### src/rtl/dim_ramp_pkg.sv
package dim_ramp_pkg;

   // Command seen by the level register, already resolved by priority.
   typedef enum logic [1:0] {
      CMD_NONE = 2'd0,
      CMD_RUN  = 2'd1,
      CMD_LOAD = 2'd2,
      CMD_OFF  = 2'd3
   } ramp_cmd_e;

endpackage

### src/rtl/dim_cmd_decode.sv
module dim_cmd_decode
   import dim_ramp_pkg::*;
#(
   parameter int CODE_W = 5,
   parameter int TIME_W = 5
) (
   input  logic              clk_i,
   input  logic              rst_ni,
   input  logic              shutdown_i,
   input  logic              load_i,
   input  logic [CODE_W-1:0] load_code_i,
   input  logic              run_i,
   input  logic              aim_up_i,
   input  logic [CODE_W-1:0] up_target_i,
   input  logic [CODE_W-1:0] down_target_i,
   input  logic [TIME_W-1:0] step_time_i,
   output ramp_cmd_e         cmd_o,
   output logic [CODE_W-1:0] value_o
);

   // The all-ones code is folded onto the one below it.
   localparam logic [CODE_W-1:0] CEIL = CODE_W'((1 << CODE_W) - 2);

   function automatic logic [CODE_W-1:0] fold(input logic [CODE_W-1:0] v);
      return (v > CEIL) ? CEIL : v;
   endfunction

   logic [CODE_W-1:0] aim_raw;
   logic              run_ok;

   assign aim_raw = aim_up_i ? up_target_i : down_target_i;
   assign run_ok  = run_i && (step_time_i != '0);

   always_comb begin
      cmd_o   = CMD_NONE;
      value_o = fold(aim_raw);
      if (shutdown_i) begin
         cmd_o   = CMD_OFF;
         value_o = '0;
      end else if (load_i) begin
         cmd_o   = CMD_LOAD;
         value_o = fold(load_code_i);
      end else if (run_ok) begin
         cmd_o   = CMD_RUN;
      end
   end

   // a zero time code never turns into a run command
   assert_zero_time_R7: assert property (@(posedge clk_i) disable iff (!rst_ni)
      (run_i && step_time_i == '0 && !load_i && !shutdown_i) |-> cmd_o == CMD_NONE);

   // shutdown wins over every other request
   assert_off_priority_R10: assert property (@(posedge clk_i) disable iff (!rst_ni)
      shutdown_i |-> (cmd_o == CMD_OFF));

endmodule

### src/rtl/dim_interval_timer.sv
module dim_interval_timer #(
   parameter int TIME_W     = 5,
   parameter int UNIT_TICKS = 8000
) (
   input  logic              clk_i,
   input  logic              rst_ni,
   input  logic              en_i,
   input  logic              clr_i,
   input  logic              tick_i,
   input  logic [TIME_W-1:0] step_time_i,
   output logic              step_o
);

   localparam logic [TIME_W-1:0] ONE_T = TIME_W'(1);

   initial begin
      assert (UNIT_TICKS >= 1) else $error("UNIT_TICKS must be at least 1");
      assert (TIME_W >= 1) else $error("TIME_W must be at least 1");
   end

   logic              unit_tick;
   logic [TIME_W-1:0] unit_q;

   generate
      if (UNIT_TICKS == 1) begin : g_direct
         assign unit_tick = en_i & ~clr_i & tick_i;
      end else begin : g_prescale
         localparam int PRE_W = $clog2(UNIT_TICKS);
         localparam logic [PRE_W-1:0] PRE_LAST = PRE_W'(UNIT_TICKS - 1);
         logic [PRE_W-1:0] pre_q;

         always_ff @(posedge clk_i) begin
            if (!rst_ni || !en_i || clr_i) begin
               pre_q <= '0;
            end else if (tick_i) begin
               pre_q <= (pre_q == PRE_LAST) ? '0 : pre_q + 1'b1;
            end
         end

         assign unit_tick = en_i & ~clr_i & tick_i & (pre_q == PRE_LAST);
      end
   endgenerate

   assign step_o = unit_tick && (unit_q == step_time_i - ONE_T);

   always_ff @(posedge clk_i) begin
      if (!rst_ni || !en_i || clr_i) begin
         unit_q <= '0;
      end else if (unit_tick) begin
         unit_q <= step_o ? '0 : unit_q + 1'b1;
      end
   end

   // the interval count never passes the captured time code
   assert_unit_window_R2: assert property (@(posedge clk_i) disable iff (!rst_ni)
      (en_i && !clr_i && step_time_i != '0) |-> (unit_q < step_time_i));

   // without a tick there is no step
   assert_no_tick_no_step_R12: assert property (@(posedge clk_i) disable iff (!rst_ni)
      !tick_i |-> !step_o);

endmodule

### src/rtl/dim_step_core.sv
module dim_step_core
   import dim_ramp_pkg::*;
#(
   parameter int CODE_W = 5,
   parameter int TIME_W = 5
) (
   input  logic              clk_i,
   input  logic              rst_ni,
   input  ramp_cmd_e         cmd_i,
   input  logic [CODE_W-1:0] value_i,
   input  logic [TIME_W-1:0] step_time_i,
   input  logic              step_i,
   output logic [CODE_W-1:0] level_o,
   output logic              busy_o,
   output logic [TIME_W-1:0] held_time_o
);

   localparam logic [CODE_W-1:0] CEIL = CODE_W'((1 << CODE_W) - 2);

   logic [CODE_W-1:0] level_q, aim_q, next_level;
   logic              busy_q;
   logic [TIME_W-1:0] time_q;

   assign next_level = (aim_q > level_q) ? level_q + 1'b1 : level_q - 1'b1;

   always_ff @(posedge clk_i) begin
      if (!rst_ni) begin
         level_q <= '0;
         aim_q   <= '0;
         busy_q  <= 1'b0;
         time_q  <= '0;
      end else begin
         unique case (cmd_i)
            CMD_OFF: begin
               level_q <= '0;
               busy_q  <= 1'b0;
            end
            CMD_LOAD: begin
               level_q <= value_i;
               busy_q  <= 1'b0;
            end
            CMD_RUN: begin
               aim_q  <= value_i;
               time_q <= step_time_i;
               busy_q <= (value_i != level_q);
            end
            default: begin
               if (busy_q && step_i) begin
                  level_q <= next_level;
                  if (next_level == aim_q) busy_q <= 1'b0;
               end
            end
         endcase
      end
   end

   assign level_o     = level_q;
   assign busy_o      = busy_q;
   assign held_time_o = time_q;

   // level stays at or below the ceiling code
   assert_level_ceiling_R5: assert property (@(posedge clk_i) disable iff (!rst_ni)
      level_q <= CEIL);

   // one code per cycle at most unless loaded or shut down
   assert_single_step_R11: assert property (@(posedge clk_i) disable iff (!rst_ni)
      (cmd_i != CMD_LOAD && cmd_i != CMD_OFF) |=>
         (level_q == $past(level_q)) || (level_q == $past(level_q) + 1'b1) ||
         ($past(level_q) == level_q + 1'b1));

   // shutdown leaves a dark, idle sequencer
   assert_shutdown_R10: assert property (@(posedge clk_i) disable iff (!rst_ni)
      (cmd_i == CMD_OFF) |=> (level_q == '0 && !busy_q));

   // a ramp only finishes on its end level
   assert_done_at_aim_R4: assert property (@(posedge clk_i) disable iff (!rst_ni)
      ($fell(busy_q) && $past(cmd_i) == CMD_NONE) |-> (level_q == aim_q));

   // run toward the present level never raises busy
   assert_trivial_run_R8: assert property (@(posedge clk_i) disable iff (!rst_ni)
      (cmd_i == CMD_RUN && value_i == level_q) |=> !busy_q);

   // a load always ends the ramp
   assert_load_ends_R6: assert property (@(posedge clk_i) disable iff (!rst_ni)
      (cmd_i == CMD_LOAD) |=> (!busy_q && level_q == $past(value_i)));

endmodule

### src/rtl/dim_ramp_seq.sv
module dim_ramp_seq
   import dim_ramp_pkg::*;
#(
   parameter int CODE_W     = 5,
   parameter int TIME_W     = 5,
   parameter int UNIT_TICKS = 8000
) (
   input  logic              clk_i,
   input  logic              rst_ni,
   input  logic              tick_i,
   input  logic [CODE_W-1:0] up_target_i,
   input  logic [CODE_W-1:0] down_target_i,
   input  logic              aim_up_i,
   input  logic [TIME_W-1:0] step_time_i,
   input  logic              run_i,
   input  logic              load_i,
   input  logic [CODE_W-1:0] load_code_i,
   input  logic              shutdown_i,
   output logic [CODE_W-1:0] level_o,
   output logic              busy_o
);

   initial begin
      assert (CODE_W >= 2) else $error("CODE_W must be at least 2");
   end

   ramp_cmd_e         cmd;
   logic [CODE_W-1:0] cmd_value;
   logic [TIME_W-1:0] held_time;
   logic              step;
   logic              busy;

   dim_cmd_decode #(.CODE_W(CODE_W), .TIME_W(TIME_W)) u_decode (
      .clk_i         (clk_i),
      .rst_ni        (rst_ni),
      .shutdown_i    (shutdown_i),
      .load_i        (load_i),
      .load_code_i   (load_code_i),
      .run_i         (run_i),
      .aim_up_i      (aim_up_i),
      .up_target_i   (up_target_i),
      .down_target_i (down_target_i),
      .step_time_i   (step_time_i),
      .cmd_o         (cmd),
      .value_o       (cmd_value)
   );

   dim_interval_timer #(.TIME_W(TIME_W), .UNIT_TICKS(UNIT_TICKS)) u_timer (
      .clk_i       (clk_i),
      .rst_ni      (rst_ni),
      .en_i        (busy),
      .clr_i       (cmd == CMD_RUN),
      .tick_i      (tick_i),
      .step_time_i (held_time),
      .step_o      (step)
   );

   dim_step_core #(.CODE_W(CODE_W), .TIME_W(TIME_W)) u_core (
      .clk_i       (clk_i),
      .rst_ni      (rst_ni),
      .cmd_i       (cmd),
      .value_i     (cmd_value),
      .step_time_i (step_time_i),
      .step_i      (step),
      .level_o     (level_o),
      .busy_o      (busy),
      .held_time_o (held_time)
   );

   assign busy_o = busy;

   // a stalled time base freezes the level
   assert_tick_gate_R12: assert property (@(posedge clk_i) disable iff (!rst_ni)
      (!tick_i && cmd == CMD_NONE) |=> $stable(level_o));

endmodule

### config.mk
export PLATFORM = sky130hd
export DESIGN_NAME = dim_ramp_seq
export DESIGN_NICKNAME = d
export VERILOG_FILES = /design/src/rtl/dim_ramp_pkg.sv /design/src/rtl/dim_cmd_decode.sv /design/src/rtl/dim_interval_timer.sv /design/src/rtl/dim_step_core.sv /design/src/rtl/dim_ramp_seq.sv
export SDC_FILE = /design/constraint.sdc
export NUM_CORES = 1
export LEC_CHECK = 0
export BUFFER_PORTS_ARGS = -buffer_cell sky130_fd_sc_hd__buf_2
export CELL_PAD_IN_SITES_DETAIL_PLACEMENT = 0
export CELL_PAD_IN_SITES_GLOBAL_PLACEMENT = 2
export CORE_MARGIN = 3
export CORE_UTILIZATION = 37
export DETAILED_ROUTE_END_ITERATION = 6
export PLACE_DENSITY = 0.95
export SETUP_SLACK_MARGIN = 0.1
export SYNTH_ARGS = -nofsm -noshare
export SYNTH_HDL_FRONTEND = slang
export SYNTH_SLANG_ARGS = --single-unit
export TNS_END_PERCENT = 10
### constraint.sdc
create_clock -name clk_i -period 5.9 [get_ports clk_i]
set_input_delay 0.885 -clock clk_i [delete_from_list [all_inputs] [get_ports clk_i]]
set_output_delay 0.885 -clock clk_i [all_outputs]
set_load 0.01 [all_outputs]
== Word level (Yosys, flattened, before mapping) ==
Index checks and enable logic that the tools add are counted.

* Output and inout port bits: 6
* Register bits after elaboration: 34
* Logic and storage cells: 55

* Multiplexer cells: 16
* $lt $le $gt $ge: 3
* Add/sub/neg operators: 5
* Bitwise operators: 4
* Equality and inequality tests: 7
* Reductions and logical operators: 14

{| class="wikitable"
|+ Operators with widths
! kind !! count
|-
| 5-bit 2-to-1 mux || 8
|-
| 5-bit case mux with 3 select lines || 1
|-
| 13-bit by 1-bit adder with 13-bit output, second input constant || 1
|-
| 13-bit == test, second input constant || 1
|-
| 13-bit 2-to-1 mux || 1
|-
| 5-bit by 1-bit adder with 5-bit output, second input constant || 2
|-
| 5-bit == test || 2
|-
| 5-bit > comparator, second input constant || 2
|-
| 5-bit by 1-bit subtractor with 5-bit output, second input constant || 2
|-
| 3-bit nonzero test || 3
|-
| 5-bit > comparator || 1
|-
| 5-bit inequality test || 1
|-
| 5-bit nonzero test || 1
|-
| 2-bit == test, second input constant || 2
|-
| 2-bit 2-to-1 mux || 2
|-
| 2-bit AND reduction || 2
|-
| 1-bit AND || 3
|-
| 1-bit logical AND || 3
|-
| 1-bit 2-to-1 mux || 3
|-
| 2-bit by 1-bit == test with 1-bit output, second input constant || 1
|-
| 1-bit logical NOT || 2
|-
| 1-bit logical OR || 2
|-
| 1-bit case mux with 2 select lines || 1
|-
| 2-bit OR reduction || 1
|-
| 1-bit inverter || 1
|}

== Depth between registers and ports, before layout ==
Gate-level depths: netlist of the first run.

* Depth in word-level cells: 14
* Depth in mapped cells: 13
* Gate-level depth less buffers: 13

== By module ==
A second synthesis of the first run with hierarchy kept.

* Cell total of the unflattened synthesis: 278
* Area total of the unflattened synthesis: 2317.2 um2

{| class="wikitable"
|+ By module, submodules not included
! module !! cells each !! instances !! area an instance (um2)
|-
| dim_step_core || 126 || 1 || 1072.3
|-
| dim_interval_timer || 119 || 1 || 1039.7
|-
| dim_cmd_decode || 32 || 1 || 191.4
|-
| dim_ramp_seq || 1 || 1 || 13.8
|}

== Worst setup path before layout of the first run ==
Ideal clock, no wire load.

* Path kind: flip-flop to flip-flop
* Start point: register u_core.level_q[1] (netlist: u_core.level_o[1])
* End point: register u_core.busy_q (netlist: u_core.busy_o)
* Arrival: 2.694 ns
* Data required time: 5.783 ns
* Library setup time: 0.117 ns
* Slack: 3.088 ns
* Buffers on the path: 0
* Cell stages (with the launch flop): 14
* Cells stage by stage: dfxtp_1 > inv_1 > ha_1 > nor2b_1 > o21ai_0 > a21oi_1 > inv_1 > ha_1 > a21oi_1 > o21ai_0 > xnor2_1 > xor3_1 > nand4_1 > a32o_1

* Longest elaborated chain between the ends: 5

{| class="wikitable"
|+ RTL lines
! element !! line !! RTL
|-
| start, declared || dim_step_core.sv:20 || <nowiki>logic [CODE_W-1:0] level_q, aim_q, next_level;</nowiki>
|-
| start signal, assigned || dim_step_core.sv:39 || <nowiki>level_q <= value_i;</nowiki>
|-
| start signal, assigned || dim_step_core.sv:49 || <nowiki>level_q <= next_level;</nowiki>
|-
| 5-bit by 1-bit subtractor with 5-bit output (tied with other cells) || dim_step_core.sv:24 || <nowiki>assign next_level = (aim_q > level_q) ? level_q + 1'b1 : level_q - 1'b1;</nowiki>
|-
| 5-bit 2-to-1 mux || dim_step_core.sv:24 ||
|-
| 5-bit == test || dim_step_core.sv:50 || <nowiki>if (next_level == aim_q) busy_q <= 1'b0;</nowiki>
|-
| 3-bit nonzero test (no line) || -- ||
|-
| 2-bit AND reduction (no line) || -- ||
|-
| end signal, assigned || dim_step_core.sv:45 || <nowiki>busy_q <= (value_i != level_q);</nowiki>
|-
| end, declared || dim_step_core.sv:21 || <nowiki>logic busy_q;</nowiki>
|}

Several ways; a longest one is shown, not always the timed one.
A chain may end at the register's enable or synchronous reset.

== Worst setup path in the final report of the first run ==
* Start point: register u_core.level_q[2] (netlist: u_core.level_o[2])
* End point: register u_core.busy_q (netlist: u_core.busy_o)

Same word-level chain as after synthesis.

==> flow_summary.yaml, run 1 <==
grt:
  antenna_found_initial: 0
  grt_pass1_wl_um: 8770
  grt_max_degree: 15
  grt_util_all_layers_pct: 15.2
  overflow: 0
  grt_pass1_vias: 1863
floorplanning:
  start_util_pct: 39.3
  ios: 33
  dieHeight_um: 83.7
  core.rowCount: 27
  coreArea_um2: 5680
  dieArea_um2: 7000
  die_width_um: 83.7
clocking:
  clkTransAtPathRegs_ps: 70
  cts-root-buf: "clkbuf_8"
  cts_tree: "yes"
  clock_sinks: 34
  h-tree-depth: 2
  worstSkewPairLatency_ps: 280
  cts_resized: 0
  cts_setup_buffers: 0
  hold_buffers: 0
  cts_made_buffers: 5
  clockBufferDepth: 2
worst_setup_path:
  r2r-start: "u_core.level_o[2]"
  rrSetupSlack_ps: 2780
  r2r_end: "u_core.busy_o"
  critPathKind: "flip-flop to flip-flop"
  worstPathArrival_ps: 3300
  critPathRequiredTime_ps: 6080
  cp-startpoint: "u_core.level_o[2]"
  start_kind: "flip-flop"
  cp_max_fo: 9
  rr_worst_depth: 13
  end_kind: "flip-flop"
  cp-endpoint: "u_core.busy_o"
timing:
  max_slew_margin_pct: 43.0
  fin_crit_sh_pct: 52.9
  finalSetupViolCount: 0
  drv_slew: 0
  worst_slew_pin_slew_ps: 851
  grt_setup_unrepaired: "false"
  clock.fmax_mhz: 320
  skew_ps: 4.74
  hold_viol_final: 0
  setup_tns_ps: 0
  fin_crit_ps: 3120
synthesis:
  syn_avg_cell_area_um2: 8.48
  synth_flop_cell: "dfxtp_1"
  yosys_register_bits: 34
  ys_async_sr_fraction_pct: 0
  ys.warnings.count: 0
  yosysTopAreaCellShare_pct: 30.5
  synth_cell_types: 46
  synth_cells: 263
  synth_area_um2: 2230
  yosys-top-cells-count: "34 x dfxtp_1, 34 x nor2_1, 25 x nand2_1"
  synth_area_leaders: "dfxtp_1 31%, xnor2_1 7.9%, ha_1 6.7%, nor2_1 5.7%, xor2_1 5.1%"
  synth_largest_area_cell: "dfxtp_1"
  synth_edf_count: 0
  syn_nets: 303
  synth-seq-area-share_pct: 30.5
route:
  drt-pass1-iter-count: 4
  wirelength_um: 5180
  vias_per_cell: 5.15
  num_vias: 1894
  post_drt_wl_per_cell_um: 14.1
  drtAntennaViolNets: 0
  drc: 0
  drtIter0Drc: 137
power_and_ir_drop:
  peakVddDrop_mv: 0.122
  power_density_nw_per_um2: 219
  p_leak_nw: 0.965
layout:
  drive_above_1_share_pct: 18.2
  antennaDiodeCount: 0
  nNetsFinal: 335
  area_growth_pct: 13.7
  postLayoutCellArea_um2: 2540
flow_run:
  drv_cap: 0
placement:
  io_buffers: 32
  place_area_um2: 2440
  dp_hpwl_um: 4000
  place_congestion: 0.940
status:
  run_status: "completed"
min_path:
  hp-class: "flip-flop to flip-flop"
-- stage by stage --
stage	instances	utilization [%]	hold WS, ps	power [W]	setup slack [ps]
3_5_place_dp	360	43.0	464	0.000380	2820
2_1_floorplan	263	-	448	0.000345	3090
6_report	368	44.7	472	0.000556	2780
5_1_grt	368	44.7	507	0.000589	2510
4_1_cts	368	44.7	473	0.000563	2800
3_3_place_gp	360	43.0	460	0.000381	2850
-- metal layers --
layer  vias up  GRT usage, %  wire length, um
li1        994             -                -
met2        23          25.2             2450
met1       872          19.9             2510
met4         0          4.09               51
met3         5          3.16              170
met5         -             0                0
-- worst min path at each step --
| stage | start | cells past startpoint | slack [ps] | endpoint |
|---|---|---|---|---|
| global route | u_core.held_time_o[1] | 2 | 510 | u_core.held_time_o[1] |
| global placement | u_core.held_time_o[4] | 2 | 460 | u_core.held_time_o[4] |
| CTS | u_core.held_time_o[4] | 2 | 470 | u_core.held_time_o[4] |
| floorplan | u_core.held_time_o[4] | 2 | 450 | u_core.held_time_o[4] |
| finish | u_core.held_time_o[4] | 2 | 470 | u_core.held_time_o[4] |
| detailed placement | u_core.held_time_o[4] | 2 | 460 | u_core.held_time_o[4] |
-- where the power goes --
group | leakage, nW | internal [W] | switching (W)
sequential | 0.275 | 0.000235 | 0.00000776
clock | 0.0472 | 0.0000938 | 0.0000867
combinational | 0.643 | 0.0000612 | 0.0000717
total | 0.965 | 0.000390 | 0.000166
-- logic make-up after synthesis --
| logic type | count (synthesis) | synth area share, % |
|---|---|---|
| AOI/OAI and AO/OA | 40 | 13.2 |
| DFF | 34 | 30.5 |
| adders and majority gates | 13 | 7.63 |
| buffers and inverters | 20 | 4.15 |
| muxes | 9 | 4.09 |
| xor gates and xnor gates | 34 | 14.0 |
| and+or+nand+nor | 113 | 26.4 |
-- worst max-delay path: stages (launching register included) --
cell	delay, ps
dfxtp_1	530
inv_1	90
ha_1	310
nand3_1	90
mux2i_1	80
a21oi_1	380
inv_1	180
ha_1	360
a21oi_1	140
o21ai_0	120
xnor2_1	240
xor3_1	190
nand4_1	90
a32o_1	220
-- area by class of cell --
cell class	instances	area, um^2
Multi-Input combinational cell	209	1460
Clock buffer	6	82.6
Tap cell	72	90.1
Fill cell	567	3140
Timing Repair Buffer	33	168
Inverter	12	45.0
Clock inverter	2	12.5
Sequential cell	34	681
-- flip-flops by register name, indices dropped and copies added, names as in the netlist --
| name | flops |
|---|---|
| u_core.aim_q | 5 |
| u_core.busy_o | 1 |
| u_core.held_time_o | 5 |
| u_core.level_o | 5 |
| u_timer.g_prescale.pre_q | 13 |
| u_timer.unit_q | 5 |
-- placed cells by master (no fill, tap or decap), drive strengths merged, types with 6 or more instances in the layout --
cell    Yosys  final
mux2i       8      8
o21ai       8      8
a21oi      13     13
nor2       34     34
nand3      14     14
buf         5     33
xor2       13     13
ha         12     12
clkbuf      3      6
a211oi      6      6
dfxtp      34     34
nand4      11     11
inv        12     12
xnor2      20     20
nand2      28     28
Power figures use the tool's default switching activity.
==> run 2: changes to the inputs <==
--- a/config.mk
+++ b/config.mk
@@ -9,9 +9,9 @@
 export CELL_PAD_IN_SITES_DETAIL_PLACEMENT = 0
 export CELL_PAD_IN_SITES_GLOBAL_PLACEMENT = 2
 export CORE_MARGIN = 3
-export CORE_UTILIZATION = 37
+export CORE_UTILIZATION = 34
 export DETAILED_ROUTE_END_ITERATION = 6
-export PLACE_DENSITY = 0.95
+export PLACE_DENSITY = 0.9
 export SETUP_SLACK_MARGIN = 0.1
 export SYNTH_ARGS = -nofsm -noshare
 export SYNTH_HDL_FRONTEND = slang
==> constraint.sdc (replaced) <==
create_clock -name clk_i -period 3.2 [get_ports clk_i]
set_input_delay 0.48 -clock clk_i [delete_from_list [all_inputs] [get_ports clk_i]]
set_output_delay 0.48 -clock clk_i [all_outputs]
set_load 0.01 [all_outputs]
==> run 2 against run 1 <==
  * Critical path depth decreased by 1
  * Global-route usage decreased by 0.61 points
  * Via count increased by 1.1%
  * Final area increased by 3.2%
  * Sequential share of layout area decreased by 0.82 points
  * First-iteration DRC count decreased by 44%
  * Maximum frequency increased by 5.3%
  * Clock skew increased by 3.6 ps
  * Worst hold slack got worse by 29 ps
  * Worst setup slack got worse by 2500 ps
  * Largest power group is now the clock network
  * Highest routed layer unchanged
==> flow_summary.yaml, run 2 (synthesized netlist as in run 1, its figures left out) <==
status:
  run_status: "completed"
clocking:
  cts_setup_buffers: 0
  cts_tree: "yes"
  cts_made_buffers: 5
  clockBufferDepth: 2
  clock_sinks: 34
  worstSkewPairLatency_ps: 290
  h-tree-depth: 2
  cts-root-buf: "clkbuf_8"
  clkTransAtPathRegs_ps: 70
layout:
  drive_above_1_share_pct: 19.5
  largest_register_ffs: 13
  nNetsFinal: 337
  final_cell_mix: "34 x nor2_1, 34 x dfxtp_1, 32 x buf_2"
  regMostFlops: "u_timer.g_prescale.pre_q"
  area_growth_pct: 17.3
  finish.utilization_pct: 42.7
  antennaDiodeCount: 0
power_and_ir_drop:
  clock_power_share_pct: 41.1
  p_sw_w: 0.000318
  switching_share_pct: 26.4
  p_leak_nw: 1.00
  intPower_w: 0.000886
  p_comb_share_pct: 21.8
  power_density_nw_per_um2: 460
  power_w: 0.00120
  peakVddDrop_mv: 0.238
  seqPwrFrac_pct: 37.1
timing:
  fin_crit_sh_pct: 92.6
  fin_crit_ps: 2960
  clock.fmax_mhz: 337
  finalSetupViolCount: 0
  worst_slew_pin_slew_ps: 546
  max_slew_margin_pct: 63.4
  grt_setup_unrepaired: "false"
  hold_viol_final: 0
  setup_tns_ps: 0
  holdWs_ps: 443
  drv_slew: 0
  skew_ps: 8.35
  setup_ws_ps: 236
route:
  vias_per_cell: 5.13
  post_drt_wl_per_cell_um: 13.8
  drtAntennaViolNets: 0
  drc: 0
  num_vias: 1915
  drt-pass1-iter-count: 4
  drtIter0Drc: 77
  wirelength_um: 5160
worst_setup_path:
  end_kind: "flip-flop"
  worstPathArrival_ps: 3140
  cp_max_fo: 4
  critPathRequiredTime_ps: 3380
  critPathKind: "flip-flop to flip-flop"
  start_kind: "flip-flop"
grt:
  grt_max_degree: 15
  grt_pass1_vias: 1842
  overflow: 0
  antenna_found_initial: 0
  grt_pass1_wl_um: 8660
  grt_util_all_layers_pct: 14.6
placement:
  io_buffers: 32
  dp_hpwl_um: 3910
  dp_slack_ps: 234
  place_congestion: 0.894
min_path:
  hp-class: "primary input to flip-flop"
floorplanning:
  core.rowCount: 28
  die_width_um: 87
  coreArea_um2: 6130
  start_util_pct: 36.4
  dieHeight_um: 87
  ios: 33
  dieArea_um2: 7570
flow_run:
  drv_cap: 0
-- run 2: path summary, 6_finish.rpt --
path / start / to / slack, ps / cells past startpoint
worst min register to register: u_core.held_time_o[4] / u_core.held_time_o[4] / 470 / 2
worst max-delay path: u_core.level_o[4] / u_core.busy_o / 240 / 12
worst min-delay path: step_time_i[3] / u_core.held_time_o[3] / 440 / 3
worst max register to register: u_core.level_o[4] / u_core.busy_o / 240 / 12
-- run 2: through the flow --
stage	std cells	area, um^2
floorplan	263	2230
global placement	365	2460
detailed placement	365	2460
CTS	373	2600
global route	373	2620
finish	373	2620
-- run 2: layout make-up --
| type | instances | area [um^2] |
|---|---|---|
| clock buffers | 6 | 82.6 |
| multi-input cells | 209 | 1470 |
| well taps | 75 | 93.8 |
| inverters | 12 | 45.0 |
| repair buffers | 35 | 183 |
| fillers | 642 | 3510 |
| flip-flops and latches | 34 | 681 |
| clock inverters | 2 | 60.1 |
-- run 2: worst max-delay path, cell delays in order (launching register included) --
cell,delay [ps]
dfxtp_1,430
inv_1,110
ha_1,320
a21o_1,200
mux2i_1,150
a21oi_1,80
buf_4,170
fa_1,450
xor2_2,200
xnor2_1,150
nor4_2,260
nand4_1,120
a32o_1,230
-- run 2: layer usage --
metal / vias to the layer above / global-route usage (%) / wire length, um
met5: - / 0 / 0
met3: 7 / 3.22 / 218
met1: 884 / 19.7 / 2480
met2: 36 / 22.5 / 2370
met4: 0 / 5.52 / 83
li1: 988 / - / -
-- run 2: power groups by stage --
stage,Combinational [W],Clock [W],Sequential [W]
after floorplan,0.000182,0,0.000454
after global placement,0.000253,0,0.000456
after detailed placement,0.000250,0,0.000456
after CTS,0.000253,0.000508,0.000446
after global routing,0.000290,0.000526,0.000448
final,0.000262,0.000495,0.000447
-- run 2: timing repair --
| action | 4_1_cts | 5_1_grt |
|---|---|---|
| gates resized for setup | 0 | 2 |
| setup endpoints to repair | 0 | 1 |
| hold buffers | 0 | 0 |
